### config.mk
export PLATFORM = sky130hd
export DESIGN_NAME = hzd_interlock
export DESIGN_NICKNAME = d
export VERILOG_FILES = /design/src/rtl/hzd_pkg.sv /design/src/rtl/hzd_src_cmp.sv /design/src/rtl/hzd_sel_reg.sv /design/src/rtl/hzd_interlock.sv
export SDC_FILE = /design/constraint.sdc
export NUM_CORES = 1
export LEC_CHECK = 0
export ABC_AREA = 1
export BUFFER_PORTS_ARGS = -buffer_cell sky130_fd_sc_hd__buf_2
export CORE_UTILIZATION = 41
export DETAILED_ROUTE_END_ITERATION = 10
export PLACE_DENSITY = 0.85
export RECOVER_POWER = 50
export SLEW_MARGIN = 10
export SYNTH_ARGS = -nofsm -noshare
export SYNTH_HDL_FRONTEND = slang
export SYNTH_SLANG_ARGS = --single-unit
### constraint.sdc
create_clock -name clk_i -period 1.06 [get_ports clk_i]
set_input_delay 0.159 -clock clk_i [delete_from_list [all_inputs] [get_ports clk_i]]
set_output_delay 0.159 -clock clk_i [all_outputs]
set_load 0.01 [all_outputs]
### src/rtl/hzd_pkg.sv
`timescale 1ns/1ps
package hzd_pkg;
  localparam int unsigned NUM_SRC = 2;

  typedef enum logic [1:0] {
    FWD_RF  = 2'b00,
    FWD_MEM = 2'b01,
    FWD_WB  = 2'b10
  } fwd_sel_e;
endpackage

### src/rtl/hzd_src_cmp.sv
`timescale 1ns/1ps
module hzd_src_cmp
  import hzd_pkg::*;
#(
  parameter int unsigned REG_W          = 5,
  parameter bit          RF_WRITE_FIRST = 1'b1
) (
  input  logic [REG_W-1:0] src_i,
  input  logic [REG_W-1:0] ex_rd_i,
  input  logic             ex_wen_i,
  input  logic             ex_load_i,
  input  logic [REG_W-1:0] mem_rd_i,
  input  logic             mem_wen_i,
  input  logic [REG_W-1:0] wb_rd_i,
  input  logic             wb_wen_i,
  output fwd_sel_e         sel_o,
  output logic             hold_o
);
  logic src_live;
  logic ex_hit, mem_hit, wb_hit;

  assign src_live = |src_i;
  assign ex_hit   = src_live && ex_wen_i  && (ex_rd_i  == src_i);
  assign mem_hit  = src_live && mem_wen_i && (mem_rd_i == src_i);
  assign wb_hit   = src_live && wb_wen_i  && (wb_rd_i  == src_i);

  // youngest producer first
  always_comb begin
    sel_o = FWD_RF;
    if (ex_hit)       sel_o = FWD_MEM;
    else if (mem_hit) sel_o = FWD_WB;
  end

  always_comb begin
    hold_o = ex_hit && ex_load_i;
    if (!RF_WRITE_FIRST && !ex_hit && !mem_hit && wb_hit) hold_o = 1'b1;
  end
endmodule

### src/rtl/hzd_sel_reg.sv
`timescale 1ns/1ps
module hzd_sel_reg
  import hzd_pkg::*;
(
  input  logic     clk_i,
  input  logic     rst_ni,
  input  logic     flush_i,
  input  fwd_sel_e sel_i,
  output fwd_sel_e sel_o
);
  always_ff @(posedge clk_i or negedge rst_ni) begin
    if (!rst_ni)      sel_o <= FWD_RF;
    else if (flush_i) sel_o <= FWD_RF;  // bubble enters execute
    else              sel_o <= sel_i;
  end
endmodule

### src/rtl/hzd_interlock.sv
`timescale 1ns/1ps
module hzd_interlock
  import hzd_pkg::*;
#(
  parameter int unsigned REG_W          = 5,
  parameter bit          RF_WRITE_FIRST = 1'b1
) (
  input  logic             clk_i,
  input  logic             rst_ni,
  input  logic [REG_W-1:0] rd_rs1_i,
  input  logic [REG_W-1:0] rd_rs2_i,
  input  logic [REG_W-1:0] ex_rd_i,
  input  logic             ex_wen_i,
  input  logic             ex_load_i,
  input  logic [REG_W-1:0] mem_rd_i,
  input  logic             mem_wen_i,
  input  logic [REG_W-1:0] wb_rd_i,
  input  logic             wb_wen_i,
  output logic             stall_o,
  output logic             bubble_o,
  output logic [1:0]       fwd_a_o,
  output logic [1:0]       fwd_b_o
);
  logic [REG_W-1:0] src  [NUM_SRC];
  fwd_sel_e         sel_d[NUM_SRC];
  fwd_sel_e         sel_q[NUM_SRC];
  logic [NUM_SRC-1:0] hold;
  logic             stall;

  assign src[0] = rd_rs1_i;
  assign src[1] = rd_rs2_i;

  for (genvar g = 0; g < NUM_SRC; g++) begin : g_src
    hzd_src_cmp #(
      .REG_W         (REG_W),
      .RF_WRITE_FIRST(RF_WRITE_FIRST)
    ) u_cmp (
      .src_i    (src[g]),
      .ex_rd_i  (ex_rd_i),
      .ex_wen_i (ex_wen_i),
      .ex_load_i(ex_load_i),
      .mem_rd_i (mem_rd_i),
      .mem_wen_i(mem_wen_i),
      .wb_rd_i  (wb_rd_i),
      .wb_wen_i (wb_wen_i),
      .sel_o    (sel_d[g]),
      .hold_o   (hold[g])
    );

    hzd_sel_reg u_sel (
      .clk_i  (clk_i),
      .rst_ni (rst_ni),
      .flush_i(stall),
      .sel_i  (sel_d[g]),
      .sel_o  (sel_q[g])
    );
  end

  assign stall    = |hold;
  assign stall_o  = stall;
  assign bubble_o = stall;
  assign fwd_a_o  = sel_q[0];
  assign fwd_b_o  = sel_q[1];
endmodule

==> flow_summary.toml <==
[placed_design]
portBuffers = 30
dp_hpwl_um = 1270
routabilityCongestion = 0.888

[timing]
hold-worst-slack_ns = 0.151
fin_crit_ns = 1.14
fmax_ghz = 0.879
rsz0062_at_grt = "true"
setup_violations = 2
final-hold-violation-count = 0
slew_headroom = 0.865
fin_ws_ns = -0.0783
period_share = 1.07
maxSlewViolCount = 0
worst_slew_pin_slew_ns = 0.203

[setup_path]
crit_buf_inv = 4
path_max_fanout = 3
crit_required_ns = 0.90
crit_end = "bubble_o"
setup.worst_path.start = "ex_rd_i[1]"
crit_slowest_cell = "nor2_4"
start_kind = "primary input"
worstPathArrival_ns = 0.98
crit_cells = 10
crit_type = "primary input to primary output"
path_cells = "buf_6 > inv_2 > nand2_2 > nand2_1 > inv_1 > nand2_1 > nor2_4 > nand3_2 > nand2_2 > buf_6"
crit_path_end_kind = "primary output"
critical-path-top-delay-family = "simple AND/OR/NAND/NOR gates"
max_stage_delay_ns = 0.12

[detailed_routing]
drtAntennaViolNets = 0
totalWireLength_um = 2190
drt_iter0_drc = 37
via_count = 860
drc = 0
viasPerCell = 5.03
first_pass_iters = 4
wire_per_inst_um = 12.8

[synth]
netlist_top_cells_count = "43 x nand2_1, 16 x inv_1, 13 x nor2_1"
synth_ff_type = "dfrtp_1"
syn_area_per_cell_um2 = 5.23
synth-edff-count = 0
synth.distinct_cells = 17
synthArstFlopShare = 1.00
netlist.area_leader.share = 0.276
synth_area_leaders = "nand2_1 28%, dfrtp_1 17%, inv_1 10%, nor2_1 8.3%, nor2_2 6.4%"
mappedNetlistArea_um2 = 586
syn_inst = 112
yosysMostFrequentCell = "nand2_1"
syn_nets = 143
synth_seq_cells = 4
yosys_warnings = 0
seq_area_frac_synth = 0.171
synth_top_area_cell = "nand2_1"

[floorplan]
io_pins = 37
dieArea_um2 = 1580
core_region_area_um2 = 1320
std_cell_rows = 13
die_y_um = 39.8
die_w_um = 39.8
start_util = 0.444

[cts]
cts_max_level = 1
cts.sinks = 4
clk_pin_slew_ns = 0.04
clockBufferDepth = 2
cts_buffers = 3
cts_tree = "done"
root_buffer = "clkbuf_4"

[global_route]
overflow = 0
antenna_found_initial = 0
grt_pass1_vias = 715
grt_max_degree = 5
grt_pass1_wl_um = 2640
track_usage = 0.243

[finish]
synthToLayoutAreaGrowth_pct = 82.9
nNetsFinal = 189
regMostFlops = "g_src.u_sel.sel_o"
largest_register_ffs = 4
nFillCells = 78
insertedDiodeCount = 0
drive_above_1_share = 0.551
top_regs = "g_src.u_sel.sel_o: 4 flops"

[job]
maxCapViolations = 0

[worst_hold_path]
min_path_type = "primary input to register"

[pwr]
power.total_uw = 697
powerDensity_nw_per_um2 = 651
vdd_ir_drop_max_mv = 0.334
power.leakage_uw = 0.000583

[status]
violations = "negative setup slack"
outcome = "finished with violations"
[cell usage in the layout (no fill, tap or decap)]
cell           count
inv_1             10
buf_2             12
nand2_2           15
xnor2_1            1
dlygate4sd3_1      1
clkbuf_4           3
nor2_4             6
buf_8              3
buf_4             14
inv_6              1
nand3_1            1
a21oi_2            2
xnor2_2            1
dfrtp_1            4
nor2_1            12
clkbuf_1           1
nand2_1           30
inv_2              7
nand3_2            3
o21ai_1            5
nor2_2             2
o21ai_0            4
buf_6             11
nand3_4            1
nand4_1            1
inv_4              5
[where the power goes]
group	internal [µW]	switching, µW	total (µW)	leakage [µW]
clock network	126	59.3	186	0.0000138
registers	156	0.506	156	0.0000556
logic	169	186	355	0.000514
total	451	246	697	0.000583
[kinds of logic after synthesis]
logic type | share of synthesized area
buf+inv | 0.160
flops | 0.171
simple gates | 0.538
compound gates | 0.100
xor+xnor | 0.0299
[worst min-delay path by stage]
stage | start | to | slack, ns | cells past startpoint
2_1_floorplan | rst_ni | g_src[0].u_sel.sel_o[0]$_DFF_PN0_ | -0.14 | 0
3_3_place_gp | rst_ni | g_src[0].u_sel.sel_o[1]$_DFF_PN0_ | -0.04 | 1
3_5_place_dp | rst_ni | g_src[1].u_sel.sel_o[0]$_DFF_PN0_ | -0.03 | 1
4_1_cts | ex_load_i | g_src[0].u_sel.sel_o[0]$_DFF_PN0_ | 0.12 | 2
5_1_grt | ex_load_i | g_src[0].u_sel.sel_o[0]$_DFF_PN0_ | 0.16 | 2
6_report | ex_load_i | g_src[0].u_sel.sel_o[0]$_DFF_PN0_ | 0.15 | 2
[stage by stage]
step	setup WS (ns)	area, µm²	util	instances	TNS, ns
finish	-0.0783	1070	0.813	171	-0.155
global route	-0.148	1070	0.813	171	-0.324
CTS	-0.0163	947	0.719	171	-0.0324
detailed placement	-0.0490	800	0.607	163	-0.130
global placement	-0.0297	800	0.607	163	-0.0591
floorplan	0.114	586	-	112	0
[area by class of cell]
class | count | area (µm²) | share of cell area
multi-input cells | 84 | 478 | 0.446
repair buffers | 42 | 348 | 0.325
inverters | 23 | 104 | 0.0970
flip-flops and latches | 4 | 100 | 0.0935
clock buffers | 3 | 22.5 | 0.0210
well taps | 15 | 18.8 | 0.0175
[per-layer routing]
metal,vias to the layer above,GRT usage,share of wire
met2,41,0.496,0.56
met3,6,0,0.041
li1,421,-,-
met4,0,0.0776,0.020
met1,392,0.260,0.38
met5,-,0,0
[timing repair]
item | CTS | global route
endpoints found under the setup margin | 2 | 4
resized for setup | 23 | 42
hold endpoints to repair | 4 | 0
hold buffers | 1 | 0
setup buffers | 4 | 0
pin swaps | 15 | 21
(Power assumes the default switching activity.)
